==> config.mk <==
export PLATFORM = sky130hd
export DESIGN_NAME = irq_base_mode_ctl
export DESIGN_NICKNAME = d
export VERILOG_FILES = /design/src/rtl/irq_base_mode_pkg.sv /design/src/rtl/base_wr_check.sv /design/src/rtl/ldr_gen.sv /design/src/rtl/acc_gate.sv /design/src/rtl/base_state.sv /design/src/rtl/irq_base_mode_ctl.sv
export SDC_FILE = /design/constraint.sdc
export NUM_CORES = 1
export LEC_CHECK = 0
export BUFFER_PORTS_ARGS = -buffer_cell sky130_fd_sc_hd__buf_2
export CAP_MARGIN = 25
export CORE_UTILIZATION = 43
export CTS_CLUSTER_SIZE = 30
export DETAILED_ROUTE_END_ITERATION = 16
export GPL_TIMING_DRIVEN = 0
export PLACE_DENSITY = 0.77
export SYNTH_ARGS = -nofsm -noshare
export SYNTH_HDL_FRONTEND = slang
export SYNTH_SLANG_ARGS = --single-unit
==> constraint.sdc <==
create_clock -name clk_i -period 4.5 [get_ports clk_i]
set_input_delay 0.9 -clock clk_i [delete_from_list [all_inputs] [get_ports clk_i]]
set_output_delay 0.9 -clock clk_i [all_outputs]
set_load 0.005 [all_outputs]
==> src/rtl/irq_base_mode_pkg.sv <==
package irq_base_mode_pkg;
  typedef enum logic [1:0] {
    MODE_OFF = 2'b00,
    MODE_LEG = 2'b01,
    MODE_EXT = 2'b10
  } mode_e;
endpackage

==> src/rtl/base_wr_check.sv <==
module base_wr_check (
  input  logic cur_en_i,
  input  logic cur_ext_i,
  input  logic wr_en_i,
  input  logic wr_ext_i,
  input  logic ext_sup_i,
  output logic reject_o
);
  logic no_sup, bad_combo, off_to_ext, ext_to_leg;

  always_comb begin
    no_sup     = wr_ext_i && !ext_sup_i;
    bad_combo  = !wr_en_i && wr_ext_i;
    off_to_ext = !cur_en_i && !cur_ext_i && wr_en_i && wr_ext_i;
    ext_to_leg = cur_en_i && cur_ext_i && wr_en_i && !wr_ext_i;
    reject_o   = no_sup || bad_combo || off_to_ext || ext_to_leg;
  end
endmodule

==> src/rtl/ldr_gen.sv <==
module ldr_gen #(
  parameter int CLUSTER_W = 16,
  parameter int MEMB_W    = 16,
  localparam int SEL_W    = $clog2(MEMB_W),
  localparam int ID_W     = CLUSTER_W + SEL_W
) (
  input  logic [ID_W-1:0]             id_i,
  output logic [CLUSTER_W+MEMB_W-1:0] ldr_o
);
  logic [MEMB_W-1:0] memb;

  // one-hot member select
  for (genvar g = 0; g < MEMB_W; g++) begin : g_memb
    assign memb[g] = (id_i[SEL_W-1:0] == SEL_W'(g));
  end

  assign ldr_o = {id_i[ID_W-1:SEL_W], memb};
endmodule

==> src/rtl/acc_gate.sv <==
module acc_gate
  import irq_base_mode_pkg::*;
#(
  parameter int IDX_W   = 8,
  parameter int N_BLK   = 4,
  parameter logic [N_BLK-1:0][IDX_W-1:0] BLK_IDX = {8'h31, 8'h0E, 8'h0D, 8'h02}
) (
  input  mode_e            mode_i,
  input  logic             vld_i,
  input  logic             wr_i,
  input  logic             msr_i,
  input  logic [IDX_W-1:0] idx_i,
  output logic             ok_o,
  output logic             rej_o
);
  logic [N_BLK-1:0] hit;
  logic             allow;

  for (genvar g = 0; g < N_BLK; g++) begin : g_blk
    assign hit[g] = (idx_i == BLK_IDX[g]);
  end

  always_comb begin
    allow = 1'b1;
    if (msr_i && mode_i != MODE_EXT) allow = 1'b0;
    if (mode_i == MODE_EXT && wr_i && |hit) allow = 1'b0;
    ok_o  = vld_i && allow;
    rej_o = vld_i && !allow;
  end
endmodule

==> src/rtl/base_state.sv <==
module base_state #(
  parameter int              ADDR_HI_W  = 20,
  parameter int              LDR_W      = 32,
  parameter logic [ADDR_HI_W-1:0] RST_ADDR = 20'hFEE00
) (
  input  logic                 clk_i,
  input  logic                 rst_ni,
  input  logic                 wr_i,
  input  logic                 reject_i,
  input  logic [ADDR_HI_W-1:0] wr_addr_i,
  input  logic                 wr_en_i,
  input  logic                 wr_ext_i,
  input  logic [LDR_W-1:0]     ldr_next_i,
  output logic                 en_o,
  output logic                 ext_o,
  output logic [ADDR_HI_W-1:0] addr_o,
  output logic [LDR_W-1:0]     ldr_o,
  output logic                 err_o,
  output logic                 clr_o
);
  logic accept;
  assign accept = wr_i && !reject_i;

  always_ff @(posedge clk_i or negedge rst_ni) begin
    if (!rst_ni) begin
      en_o   <= 1'b1;
      ext_o  <= 1'b0;
      addr_o <= RST_ADDR;
      ldr_o  <= '0;
      err_o  <= 1'b0;
      clr_o  <= 1'b0;
    end else begin
      err_o <= wr_i && reject_i;
      clr_o <= accept && !wr_en_i;
      if (accept) begin
        addr_o <= wr_addr_i;
        en_o   <= wr_en_i;
        ext_o  <= wr_ext_i;
        // capture only on entry to extended mode
        if (!ext_o && wr_ext_i) ldr_o <= ldr_next_i;
      end
    end
  end
endmodule

==> src/rtl/irq_base_mode_ctl.sv <==
module irq_base_mode_ctl
  import irq_base_mode_pkg::*;
#(
  parameter int BASE_W    = 32,
  parameter int BASE_LSB  = 12,
  parameter int EN_BIT    = 11,
  parameter int EXT_BIT   = 10,
  parameter int BSP_BIT   = 8,
  parameter logic [BASE_W-BASE_LSB-1:0] RST_ADDR = 20'hFEE00,
  parameter int CLUSTER_W = 16,
  parameter int MEMB_W    = 16,
  parameter int IDX_W     = 8
) (
  input  logic                                 clk_i,
  input  logic                                 rst_ni,
  input  logic                                 bsp_strap_i,
  input  logic                                 ext_supported_i,
  input  logic [CLUSTER_W+$clog2(MEMB_W)-1:0]  proc_id_i,
  input  logic                                 base_wr_i,
  input  logic [BASE_W-BASE_LSB-1:0]           wr_base_i,
  input  logic                                 wr_enable_i,
  input  logic                                 wr_extended_i,
  output logic [BASE_W-1:0]                    base_q_o,
  output logic [1:0]                           mode_o,
  output logic                                 base_err_o,
  output logic                                 sw_en_clr_o,
  output logic [CLUSTER_W+MEMB_W-1:0]          ext_ldr_o,
  input  logic                                 acc_vld_i,
  input  logic                                 acc_wr_i,
  input  logic                                 acc_msr_i,
  input  logic [IDX_W-1:0]                     acc_idx_i,
  output logic                                 acc_ok_o,
  output logic                                 acc_rej_o
);
  localparam int ADDR_HI_W = BASE_W - BASE_LSB;
  localparam int LDR_W     = CLUSTER_W + MEMB_W;

  logic                 en_q, ext_q, reject;
  logic [ADDR_HI_W-1:0] addr_q;
  logic [LDR_W-1:0]     ldr_next;
  mode_e                mode;

  base_wr_check u_check (
    .cur_en_i  (en_q),
    .cur_ext_i (ext_q),
    .wr_en_i   (wr_enable_i),
    .wr_ext_i  (wr_extended_i),
    .ext_sup_i (ext_supported_i),
    .reject_o  (reject)
  );

  ldr_gen #(.CLUSTER_W(CLUSTER_W), .MEMB_W(MEMB_W)) u_ldr (
    .id_i  (proc_id_i),
    .ldr_o (ldr_next)
  );

  base_state #(.ADDR_HI_W(ADDR_HI_W), .LDR_W(LDR_W), .RST_ADDR(RST_ADDR)) u_state (
    .clk_i      (clk_i),
    .rst_ni     (rst_ni),
    .wr_i       (base_wr_i),
    .reject_i   (reject),
    .wr_addr_i  (wr_base_i),
    .wr_en_i    (wr_enable_i),
    .wr_ext_i   (wr_extended_i),
    .ldr_next_i (ldr_next),
    .en_o       (en_q),
    .ext_o      (ext_q),
    .addr_o     (addr_q),
    .ldr_o      (ext_ldr_o),
    .err_o      (base_err_o),
    .clr_o      (sw_en_clr_o)
  );

  always_comb begin
    if (ext_q)     mode = MODE_EXT;
    else if (en_q) mode = MODE_LEG;
    else           mode = MODE_OFF;
  end
  assign mode_o = mode;

  always_comb begin
    base_q_o                      = '0;
    base_q_o[BASE_W-1:BASE_LSB]   = addr_q;
    base_q_o[EN_BIT]              = en_q;
    base_q_o[EXT_BIT]             = ext_q;
    base_q_o[BSP_BIT]             = bsp_strap_i;
  end

  acc_gate #(.IDX_W(IDX_W)) u_gate (
    .mode_i (mode),
    .vld_i  (acc_vld_i),
    .wr_i   (acc_wr_i),
    .msr_i  (acc_msr_i),
    .idx_i  (acc_idx_i),
    .ok_o   (acc_ok_o),
    .rej_o  (acc_rej_o)
  );
endmodule

==> results.json <==
{
  "setup_tns_ns": 0,
  "min_to": "u_state.addr_o[2]",
  "period_needed_ns": 2.729,
  "grt_start_max_net_pins": 37,
  "design_area_um2": 3266,
  "post_cts_resized": 0,
  "cts_tree": "built",
  "clockRootBuffer": "clkbuf_8",
  "layout-drive-gt1-share_pct": 67.86,
  "wl_met3_um": 393,
  "syn2layout_area_growth_pct": 34.26,
  "cp_max_fo": 3,
  "endpoint_kind": "output pin",
  "die-height_um": 77.21,
  "cts_sinks": 56,
  "rows": 27,
  "fin_nets": 365,
  "cts_hold_buf": 0,
  "wire_per_inst_um": 12.28,
  "dr.pass1.iters": 4,
  "gp_congestion": 0.7511,
  "drt_iter0_drc": 29,
  "grt_use_total_pct": 16.71,
  "crit_path_start": "acc_idx_i[3]",
  "num_antenna_cells": 0,
  "rr_startpoint": "u_state.en_o",
  "hold_start": "u_state.addr_o[2]",
  "yosysWarnings": 0,
  "drc": 0,
  "required_ns": 3.60,
  "outcome": "finished, final reports clean",
  "via_count": 1776,
  "r2r_end": "u_state.addr_o[12]",
  "syn_avg_cell_area_um2": 13.98,
  "worstSkewPairLatency_ns": 0.30,
  "via_per_inst": 4.674,
  "maxSlewViolCount": 0,
  "grt_antenna_before_repair": 0,
  "clock_path_buffers": 2,
  "grt_setup_unrepaired": "no",
  "ys_types": 24,
  "core_um2": 5473,
  "hold_viol_final": 0,
  "io_buffer_count": 117,
  "ys_seq_elements": 56,
  "cts_setup_buffers": 0,
  "peakVddDrop_mv": 0.1999,
  "wl_met2_mm": 2.356,
  "die_w_um": 77.21,
  "whs_path_depth": 1,
  "final_cell_mix": "117 x buf_2, 52 x mux2_2, 45 x dfrtp_1, 16 x buf_4, 12 x nor2_1",
  "grt_first_pass_wirelength_mm": 7.776,
  "syn_inst": 174,
  "clkTransAtPathRegs_ns": 0.10,
  "grt_pass1_vias": 1760,
  "final_common_cell": "buf_2",
  "hold_class": "reg2reg",
  "worstPathArrival_ns": 1.83,
  "fin_crit_sh_pct": 60.64,
  "maxUsedRoutingLayer": "met4",
  "p_leak_nw": 1.716,
  "worst_r2r_path_depth": 4,
  "final_core_util_pct": 59.67,
  "drtAntennaViolNets": 0,
  "drt-total-wl_mm": 4.666,
  "criticalPathCategory": "in2out",
  "fmax_mhz": 366.4,
  "r2r_slack_ns": 2.67,
  "wl_met1_mm": 1.894,
  "grt_overflow": 0,
  "finClkSkew_ns": 0.01194,
  "powerDensity_nw_per_um2": 391.0,
  "numCtsBuffers": 5,
  "dieArea_um2": 5961,
  "synth_area_um2": 2432,
  "maxCapViolCount": 0,
  "htreeDepth": 2,
  "yosysSeqAreaShare_pct": 58.18,
  "setup_viol": 0,
  "dpl.hpwl_mm": 3.602,
  "io_pins": 128,
  "place_area_um2": 3158,
  "start_util_pct": 44.44,
  "crit_path_start_kind": "input pin"
}
## synth_stat cells
cell type,number,area [um2]
dfrtp_1,45,1126
mux2_1,2,22.52
nor3b_2,1,12.51
dfstp_2,11,289.0
a211oi_2,1,12.51
nor2_1,12,45.04
nor4_1,1,6.260
o211ai_1,1,7.510
buf_6,2,22.52
mux2_2,52,585.6
conb_1,1,3.750
o41ai_1,1,8.760
nor2b_1,1,6.260
nand2_1,2,7.510
nand4_1,2,12.51
buf_4,16,120.1
a21oi_1,2,10.01
o311a_1,1,10.01
xnor2_1,2,17.52
nand2b_1,6,37.54
nor3_1,7,35.03
inv_1,2,7.510
and4b_1,2,20.02
or2_2,1,6.260
## worst max-delay path by stage
stage	cells after the start	endpoint	slack [ns]
finish	5	acc_rej_o	1.77
global route	5	acc_rej_o	1.73
CTS	5	acc_rej_o	1.77
detailed placement	5	acc_rej_o	1.78
global placement	5	acc_rej_o	1.80
floorplan	3	acc_rej_o	2.05
## per-stage QoR
step                hold slack [ns]  worst slack [ns]  total power [W]  cells
finish                       0.4862             1.771         0.001277    380
global route                 0.5244             1.731         0.001358    380
CTS                          0.4931             1.766         0.001302    380
detailed placement           0.4692             1.776        0.0009765    372
global placement             0.4646             1.803        0.0009621    371
floorplan                    0.4828             2.048        0.0008141    182
## critical path: stages
cell,delay (ns)
buf_2,0.12
and4b_1,0.23
a21oi_1,0.05
o41ai_1,0.35
buf_2,0.17
## report_power, final
group	switching (W)	total, W	internal [W]
Sequential	0.0000466	0.000660	0.000614
Combinational	0.000115	0.000299	0.000184
Clock	0.000152	0.000318	0.000165
## sequential cells by signal (all words and copies together), names as in the netlist
signal and count:
u_state.ldr_o 32, u_state.addr_o 20, u_state.clr_o 1, u_state.en_o 1, u_state.err_o 1, u_state.ext_o 1
## logic make-up (layout without fill, tap and decap cells)
family | after synthesis | after routing | synth area share, %
buf+inv | 20 | 146 | 6.173
compound gates | 6 | 6 | 2.006
simple gates | 35 | 35 | 7.768
flops | 56 | 56 | 58.18
other cells | 1 | 9 | 0.1542
mux | 54 | 54 | 25.00
xor+xnor | 2 | 2 | 0.7203
## metal layers
metal | track usage, % | vias up
met5 | 0 | -
met4 | 5.283 | 0
met3 | 5.357 | 2
met2 | 28.41 | 81
met1 | 19.95 | 838
li1 | - | 855
## final cells by class
type | instances | area, um2
tap | 72 | 90.09
buffer | 18 | 142.6
clock inverter | 2 | 35.03
fill | 476 | 2207
sequential | 56 | 1415
clock buffer | 6 | 72.57
inverter | 2 | 7.507
multi-input combinational | 106 | 897.1
timing repair buffer | 118 | 605.6
No activity file was read; power rests on OpenSTA's default activity.
